==> config.mk <==
export PLATFORM = sky130hd
export DESIGN_NAME = ow_therm_seq
export DESIGN_NICKNAME = d
export VERILOG_FILES = /design/src/rtl/ow_seq_pkg.sv /design/src/rtl/ow_byte_shift.sv /design/src/rtl/ow_wait_timer.sv /design/src/rtl/ow_therm_seq.sv
export SDC_FILE = /design/constraint.sdc
export NUM_CORES = 1
export LEC_CHECK = 0
export BUFFER_PORTS_ARGS = -buffer_cell sky130_fd_sc_hd__buf_2
export CAP_MARGIN = 20
export CORE_MARGIN = 3
export CORE_UTILIZATION = 35
export CTS_CLUSTER_SIZE = 40
export DETAILED_ROUTE_END_ITERATION = 16
export PLACE_DENSITY_LB_ADDON = 0.12
export SKIP_LAST_GASP = 1
export SYNTH_ARGS = -nofsm -noshare
export SYNTH_HDL_FRONTEND = slang
export SYNTH_SLANG_ARGS = --single-unit
==> constraint.sdc <==
create_clock -name clk -period 2.7 [get_ports clk]
set_input_delay 0.54 -clock clk [delete_from_list [all_inputs] [get_ports clk]]
set_output_delay 0.54 -clock clk [all_outputs]
set_load 0.05 [all_outputs]
==> src/rtl/ow_seq_pkg.sv <==
package ow_seq_pkg;

    typedef enum logic [1:0] {
        ERR_NONE        = 2'd0,
        ERR_NO_PRESENCE = 2'd1,
        ERR_FAMILY      = 2'd2,
        ERR_WRITE       = 2'd3
    } ow_err_e;

    typedef enum logic [3:0] {
        ST_IDLE,
        ST_RESET,
        ST_ROM_CMD,
        ST_ROM_DATA,
        ST_SEL_CMD,
        ST_SEL_ID,
        ST_FUNC,
        ST_CONV_WAIT,
        ST_PAD_DATA
    } seq_state_e;

    typedef enum logic [1:0] {
        PH_IDENT,
        PH_CONVERT,
        PH_FETCH
    } seq_phase_e;

    localparam int BYTE_W    = 8;
    localparam int ID_BYTES  = 8;
    localparam int PAD_BYTES = 9;
    localparam int CNT_W     = $clog2(PAD_BYTES + 1);

    localparam logic [7:0] CMD_READ_ROM  = 8'h33;
    localparam logic [7:0] CMD_MATCH_ROM = 8'h55;
    localparam logic [7:0] CMD_CONVERT   = 8'h44;
    localparam logic [7:0] CMD_READ_PAD  = 8'hBE;
    localparam logic [7:0] FAMILY_TEMP   = 8'h28;
    localparam logic [7:0] READ_FILL     = 8'hFF;

    function automatic logic [7:0] byte_of(input logic [63:0] id, input logic [2:0] idx);
        logic [63:0] s;
        s = id >> {idx, 3'b000};
        return s[7:0];
    endfunction

    function automatic logic [63:0] with_byte(input logic [63:0] id, input logic [2:0] idx,
                                              input logic [7:0] b);
        logic [63:0] r;
        r = id;
        r[idx*8 +: 8] = b;
        return r;
    endfunction

endpackage

==> src/rtl/ow_byte_shift.sv <==
module ow_byte_shift #(
    parameter int BITS = 8
) (
    input  logic            clk,
    input  logic            rst,
    input  logic            launch,
    input  logic [BITS-1:0] tx_byte,
    input  logic            slot_ack,
    input  logic            slot_rbit,
    output logic            slot_go,
    output logic            slot_wbit,
    output logic            fin,
    output logic [BITS-1:0] rx_byte,
    output logic            mismatch
);
    localparam int IW = $clog2(BITS);

    logic            active;
    logic [IW-1:0]   idx;
    logic [BITS-1:0] tx_sh;
    logic [BITS-1:0] rx_sh;
    logic            mm_q;
    logic            go_q;
    logic            fin_q;

    always_ff @(posedge clk) begin
        if (rst) begin
            active <= 1'b0;
            idx    <= '0;
            tx_sh  <= '0;
            rx_sh  <= '0;
            mm_q   <= 1'b0;
            go_q   <= 1'b0;
            fin_q  <= 1'b0;
        end else begin
            go_q  <= 1'b0;
            fin_q <= 1'b0;
            if (launch) begin
                active <= 1'b1;
                idx    <= '0;
                tx_sh  <= tx_byte;
                mm_q   <= 1'b0;
                go_q   <= 1'b1;
            end else if (active && slot_ack) begin
                rx_sh <= {slot_rbit, rx_sh[BITS-1:1]};
                mm_q  <= mm_q | (slot_rbit != tx_sh[0]);
                tx_sh <= tx_sh >> 1;
                if (idx == IW'(BITS - 1)) begin
                    active <= 1'b0;
                    fin_q  <= 1'b1;
                end else begin
                    idx  <= idx + 1'b1;
                    go_q <= 1'b1;
                end
            end
        end
    end

    assign slot_go   = go_q;
    assign slot_wbit = tx_sh[0];
    assign fin       = fin_q;
    assign rx_byte   = rx_sh;
    assign mismatch  = mm_q;

    // only one slot request at a time, never back to back
    p_single_request_r3: assert property (@(posedge clk) disable iff (rst)
        slot_go |=> !slot_go)
        else $error("slot request repeated on consecutive cycles");

endmodule

==> src/rtl/ow_wait_timer.sv <==
module ow_wait_timer #(
    parameter int unsigned WAIT_CYCLES = 16
) (
    input  logic clk,
    input  logic rst,
    input  logic load,
    output logic elapsed
);
    localparam int CW = $clog2(WAIT_CYCLES + 1);

    logic [CW-1:0] cnt;

    always_ff @(posedge clk) begin
        if (rst) begin
            cnt <= '0;
        end else if (load) begin
            cnt <= CW'(WAIT_CYCLES);
        end else if (cnt != '0) begin
            cnt <= cnt - 1'b1;
        end
    end

    assign elapsed = (cnt == CW'(1));

endmodule

==> src/rtl/ow_therm_seq.sv <==
module ow_therm_seq
    import ow_seq_pkg::*;
#(
    parameter int unsigned WAIT_CYCLES = 16_000_000
) (
    input  logic               clk,
    input  logic               rst,
    input  logic               start,
    output logic               busy,
    output logic               done,
    output logic               valid,
    output logic [1:0]         err_code,
    output logic [63:0]        rom_id,
    output logic signed [15:0] temp,
    output logic               slot_go,
    output logic               slot_reset,
    output logic               slot_wbit,
    input  logic               slot_ack,
    input  logic               slot_rbit
);
    seq_state_e        state;
    seq_phase_e        phase;
    ow_err_e           err_q;
    logic [CNT_W-1:0]  cnt;
    logic [63:0]       id_q;
    logic [15:0]       temp_q;
    logic              busy_q, done_q, valid_q;
    logic              rst_go_q;
    logic              launch_q;
    logic [7:0]        tx_q;

    logic              eng_go, eng_wbit, eng_fin, eng_mm;
    logic [7:0]        eng_rx;
    logic              wait_load, wait_elapsed;
    logic              writing;

    ow_byte_shift #(.BITS(BYTE_W)) u_shift (
        .clk       (clk),
        .rst       (rst),
        .launch    (launch_q),
        .tx_byte   (tx_q),
        .slot_ack  (slot_ack),
        .slot_rbit (slot_rbit),
        .slot_go   (eng_go),
        .slot_wbit (eng_wbit),
        .fin       (eng_fin),
        .rx_byte   (eng_rx),
        .mismatch  (eng_mm)
    );

    ow_wait_timer #(.WAIT_CYCLES(WAIT_CYCLES)) u_wait (
        .clk     (clk),
        .rst     (rst),
        .load    (wait_load),
        .elapsed (wait_elapsed)
    );

    assign writing = (state == ST_ROM_CMD) || (state == ST_SEL_CMD) ||
                     (state == ST_SEL_ID)  || (state == ST_FUNC);

    assign wait_load = (state == ST_FUNC) && eng_fin && !eng_mm && (phase == PH_CONVERT);

    always_ff @(posedge clk) begin
        if (rst) begin
            state    <= ST_IDLE;
            phase    <= PH_IDENT;
            err_q    <= ERR_NONE;
            cnt      <= '0;
            id_q     <= '0;
            temp_q   <= '0;
            busy_q   <= 1'b0;
            done_q   <= 1'b0;
            valid_q  <= 1'b0;
            rst_go_q <= 1'b0;
            launch_q <= 1'b0;
            tx_q     <= '0;
        end else begin
            done_q   <= 1'b0;
            rst_go_q <= 1'b0;
            launch_q <= 1'b0;
            if (writing && eng_fin && eng_mm) begin
                state   <= ST_IDLE;
                busy_q  <= 1'b0;
                done_q  <= 1'b1;
                err_q   <= ERR_WRITE;
                valid_q <= 1'b0;
            end else begin
                case (state)
                    ST_IDLE: begin
                        if (start) begin
                            busy_q   <= 1'b1;
                            valid_q  <= 1'b0;
                            err_q    <= ERR_NONE;
                            phase    <= PH_IDENT;
                            rst_go_q <= 1'b1;
                            state    <= ST_RESET;
                        end
                    end
                    ST_RESET: begin
                        if (slot_ack) begin
                            if (slot_rbit) begin
                                state   <= ST_IDLE;
                                busy_q  <= 1'b0;
                                done_q  <= 1'b1;
                                err_q   <= ERR_NO_PRESENCE;
                                valid_q <= 1'b0;
                            end else if (phase == PH_IDENT) begin
                                launch_q <= 1'b1;
                                tx_q     <= CMD_READ_ROM;
                                state    <= ST_ROM_CMD;
                            end else begin
                                launch_q <= 1'b1;
                                tx_q     <= CMD_MATCH_ROM;
                                state    <= ST_SEL_CMD;
                            end
                        end
                    end
                    ST_ROM_CMD: begin
                        if (eng_fin) begin
                            launch_q <= 1'b1;
                            tx_q     <= READ_FILL;
                            cnt      <= '0;
                            state    <= ST_ROM_DATA;
                        end
                    end
                    ST_ROM_DATA: begin
                        if (eng_fin) begin
                            id_q <= with_byte(id_q, cnt[2:0], eng_rx);
                            if (cnt == CNT_W'(ID_BYTES - 1)) begin
                                if (id_q[7:0] != FAMILY_TEMP) begin
                                    state   <= ST_IDLE;
                                    busy_q  <= 1'b0;
                                    done_q  <= 1'b1;
                                    err_q   <= ERR_FAMILY;
                                    valid_q <= 1'b0;
                                end else begin
                                    phase    <= PH_CONVERT;
                                    rst_go_q <= 1'b1;
                                    state    <= ST_RESET;
                                end
                            end else begin
                                cnt      <= cnt + 1'b1;
                                launch_q <= 1'b1;
                                tx_q     <= READ_FILL;
                            end
                        end
                    end
                    ST_SEL_CMD: begin
                        if (eng_fin) begin
                            launch_q <= 1'b1;
                            tx_q     <= byte_of(id_q, 3'd0);
                            cnt      <= '0;
                            state    <= ST_SEL_ID;
                        end
                    end
                    ST_SEL_ID: begin
                        if (eng_fin) begin
                            launch_q <= 1'b1;
                            if (cnt == CNT_W'(ID_BYTES - 1)) begin
                                tx_q  <= (phase == PH_CONVERT) ? CMD_CONVERT : CMD_READ_PAD;
                                state <= ST_FUNC;
                            end else begin
                                cnt  <= cnt + 1'b1;
                                tx_q <= byte_of(id_q, cnt[2:0] + 3'd1);
                            end
                        end
                    end
                    ST_FUNC: begin
                        if (eng_fin) begin
                            if (phase == PH_CONVERT) begin
                                state <= ST_CONV_WAIT;
                            end else begin
                                launch_q <= 1'b1;
                                tx_q     <= READ_FILL;
                                cnt      <= '0;
                                state    <= ST_PAD_DATA;
                            end
                        end
                    end
                    ST_CONV_WAIT: begin
                        if (wait_elapsed) begin
                            phase    <= PH_FETCH;
                            rst_go_q <= 1'b1;
                            state    <= ST_RESET;
                        end
                    end
                    ST_PAD_DATA: begin
                        if (eng_fin) begin
                            if (cnt == CNT_W'(0)) temp_q[7:0]  <= eng_rx;
                            if (cnt == CNT_W'(1)) temp_q[15:8] <= eng_rx;
                            if (cnt == CNT_W'(PAD_BYTES - 1)) begin
                                state   <= ST_IDLE;
                                busy_q  <= 1'b0;
                                done_q  <= 1'b1;
                                err_q   <= ERR_NONE;
                                valid_q <= 1'b1;
                            end else begin
                                cnt      <= cnt + 1'b1;
                                launch_q <= 1'b1;
                                tx_q     <= READ_FILL;
                            end
                        end
                    end
                    default: state <= ST_IDLE;
                endcase
            end
        end
    end

    assign busy       = busy_q;
    assign done       = done_q;
    assign valid      = valid_q;
    assign err_code   = err_q;
    assign rom_id     = id_q;
    assign temp       = temp_q;
    assign slot_go    = eng_go | rst_go_q;
    assign slot_reset = rst_go_q;
    assign slot_wbit  = rst_go_q | eng_wbit;

    // done lasts one cycle
    p_done_pulse_r9: assert property (@(posedge clk) disable iff (rst)
        done |=> !done)
        else $error("done held for more than one cycle");

    // the run is over when done is reported
    p_done_not_busy_r9: assert property (@(posedge clk) disable iff (rst)
        done |-> !busy)
        else $error("busy still high with done");

    // an error code never comes with valid
    p_err_blocks_valid_r9: assert property (@(posedge clk) disable iff (rst)
        (err_code != 2'd0) |-> !valid)
        else $error("valid set alongside an error");

    // the line stays untouched during the conversion wait
    p_quiet_wait_r6: assert property (@(posedge clk) disable iff (rst)
        (state == ST_CONV_WAIT) |-> !slot_go)
        else $error("slot requested during conversion wait");

    // reset and data slot requests never collide
    p_reset_alone_r2: assert property (@(posedge clk) disable iff (rst)
        rst_go_q |-> !eng_go)
        else $error("reset slot and data slot requested together");

endmodule

==> impl_metrics.toml <==
[critical_path]
crit_required_ps = 3060
reg2regPathDepth = 7
cp.arrival_ps = 2880
ff2ff_setup_slack_ps = 190
worstPathCellList = "inv_1 -> ha_1 -> ha_1 -> and4_2 -> nand3b_2 -> or3b_2 -> a21oi_1"
cp_max_fo = 16
cp_top_family = "simple AND/OR/NAND/NOR gates"
r2r-start = "cnt[0]"
crit_buf_inv = 1
critPathMaxStageDelay_ps = 520
critPathLaunch = "cnt[0]"
worstSetupStartpointType = "flop"
worstSetupEndpointType = "flop"
slowest_stage = "or3b_2"
cp_common_cell = "ha_1"
reg2reg_to = "rom_id[32]"
worstSetupPathType = "flop to flop"

[synthesis]
ys_ff_latch = 152
ys_warn_count = 0
synthMuxAreaShare_pct = 14.65
synth_top_family_by_area = "simple AND/OR/NAND/NOR gates"
syn_avg_cell_area_sq_um = 8.935
yosys.area.top_type = "dfxtp_1"
synth_edf_count = 0
synth_top_area_share_pct = 40.11
synth_fa_ha_area_share_pct = 1.484
synth_area_leaders = "dfxtp_1, mux2i_1, nor2_1"
synth_fp_nets = 863
async_flop_share_pct = 0
yosys_most_used_dff = "dfxtp_1"
synthSimpleGateAreaFrac_pct = 23.87
syn_inst = 849
ys_seq_area_share_pct = 40.11
syn-cell-area_sq_mm = 0.007586
synth.distinct_cells = 74
synth_compound_area_share_pct = 13.10
synth_xor_area_share_pct = 2.177

[timing]
worst_pin_slew_ps = 637.9
hold_slack_ps = 456.9
slew_headroom_pct = 57.28
min_period_ps = 2515
finalCritPeriodShare_pct = 93.13
rsz0062_at_grt = "yes"
setup_violations = 0
finalHoldViolCount = 0
timing.setup.tns_ps = 0
fin_skew_ps = 10.80
fmax_mhz = 397.7
slew_viol_final = 0

[cts]
cts_tree = "built"
clockRootBuffer = "clkbuf_16"
post_cts_buffers = 0
hold_buffers = 0
worstSkewPairLatency_ps = 440
clock_sinks = 152
htreeDepth = 4
cts_buffers = 17
clk_path_buf_depth = 2
clk_pin_slew_ps = 70

[grt]
grt_overflow_total = 0
grt_max_degree = 57
grt_pass1_wl_um = 37140
grt.total_usage_pct = 19.83
grt_pass1_vias = 6353
antenna_found_initial = 0

[cells_and_area]
diodes = 0
nets = 949
area_growth_syn_to_layout_pct = 19.21
post-route-util_pct = 42.75
fin_cells = 1222
drive_above_1_share_pct = 23.44

[hold_path]
min_from = "valid"
min_path_cells = 2
hold_class = "flop to flop"
min_to = "valid"

[drt]
via_per_inst = 5.326
finalWirelength_um = 22980
wl_per_cell_um = 18.81
via_count = 6508
drt_pre_antenna_iters = 5
ant_nets = 0
dr.first_iter.drc_count = 450
drc = 0

[job]
max-cap-violations = 0

[die]
die-area_sq_mm = 0.02348
rows = 53
initial_utilization_pct = 35.86
io_pins = 93
core-area_sq_mm = 0.02115
fp.dieW_um = 153.2
die_y_um = 153.2

[placed_design]
portBuffers = 92
hpwl_um = 16630
gp_routability_congestion = 0.8530
dp.cells = 1191

[power_and_ir_drop]
leakagePower_nw = 3.841
total_power_mw = 7.492
vdd_ir_drop_max_v = 0.0004910
power_density_mw_per_mm2 = 828.4

[outcome]
outcome = "finished, final reports clean"
-- report_power, final --
group          leakage [nW]  internal (mW)  switching (mW)
registers              1.23           2.49           0.232
logic                  2.32          0.898            1.42
clock network         0.288           1.41            1.05
-- through the flow --
step | cell area, sq um | worst slack [ps]
2_1_floorplan | 7586 | 249.9
3_3_place_gp | 8438 | 198.5
3_5_place_dp | 8438 | 193.0
4_1_cts | 9036 | 165.6
5_1_grt | 9044 | -0.9208
6_report | 9044 | 185.4
-- cell type report --
cell class | count | area [sq um]
clock inverter | 13 | 158.9
clock buffer | 18 | 439.2
tap | 275 | 344.1
inverter | 20 | 75.07
sequential | 152 | 3043
timing repair buffer | 133 | 783.3
multi-input combinational | 611 | 4200
fill | 2090 | 12110
-- kinds of logic after synthesis --
family / Yosys count
buffers and inverters: 86
adders and majority gates: 9
xor gates and xnor gates: 18
muxes: 96
AOI/OAI and AO/OA: 153
and+or+nand+nor: 335
DFF: 152
-- state kept, by name (all words and copies together), names as in the netlist, 2 cells and up --
| signal | cells |
|---|---|
| u_wait.cnt | 24 |
| u_shift.idx | 3 |
| err_code | 2 |
| u_shift.tx_sh | 8 |
| cnt | 4 |
| state | 4 |
| phase | 2 |
| u_shift.rx_byte | 8 |
| tx_q | 8 |
| temp | 16 |
| rom_id | 64 |
-- cell usage after synthesis (7+ instances only) --
| cell | number |
|---|---|
| a211oi_1 | 15 |
| a21oi_1 | 62 |
| a31oi_1 | 13 |
| and2_1 | 11 |
| buf_2 | 22 |
| clkbuf_1 | 42 |
| dfxtp_1 | 152 |
| ha_1 | 9 |
| inv_1 | 19 |
| mux2i_1 | 84 |
| mux4_2 | 12 |
| nand2_1 | 66 |
| nand3_1 | 24 |
| nand4_1 | 10 |
| nor2_1 | 105 |
| nor2b_1 | 9 |
| nor3_1 | 14 |
| nor4_1 | 9 |
| o211ai_1 | 7 |
| o21ai_0 | 16 |
| or3_1 | 8 |
| or3b_2 | 19 |
| xnor2_1 | 9 |
| xor2_1 | 8 |
-- routing by layer --
layer  track usage (%)  up-vias  share of wire (%)
li1                  -     3232                  -
met1             28.61     3110                 50
met2             29.73      137                 44
met3             4.473       29                4.3
met4             5.728        0                1.7
met5                 0        -                  0
-- worst min-delay path: cells and delay by family (launching register included) --
kind          cells  cell delay (ps)
simple gates      1               50
flops             1              310
mux               1               50
-- layout by cell type, fill, tap and decap left out, types with 12 or more instances in the layout --
cell / n
a211oi_1: 15
a21oi_1: 62
a31oi_1: 13
buf_2: 91
buf_4: 41
clkbuf_16: 17
dfxtp_1: 152
inv_1: 19
mux2i_1: 84
mux4_2: 12
nand2_1: 66
nand3_1: 24
nor2_1: 105
nor3_1: 14
o21ai_0: 16
or3b_2: 19
-- repair_timing --
action                     in CTS  in global routing
hold endpoints to repair        0                  0
resized for setup               0                  1
setup endpoints to repair       0                  3
-- worst max path at each step --
stage                     slack, ps    endpoint  cells past startpoint
final                           190  rom_id[32]                      7
after global routing           -0.9  rom_id[33]                      7
after CTS                       170  rom_id[10]                      7
after detailed placement        190  rom_id[12]                      7
after global placement          200     tx_q[4]                      8
after floorplan                 250     tx_q[2]                      7
(Power assumes the default switching activity.)
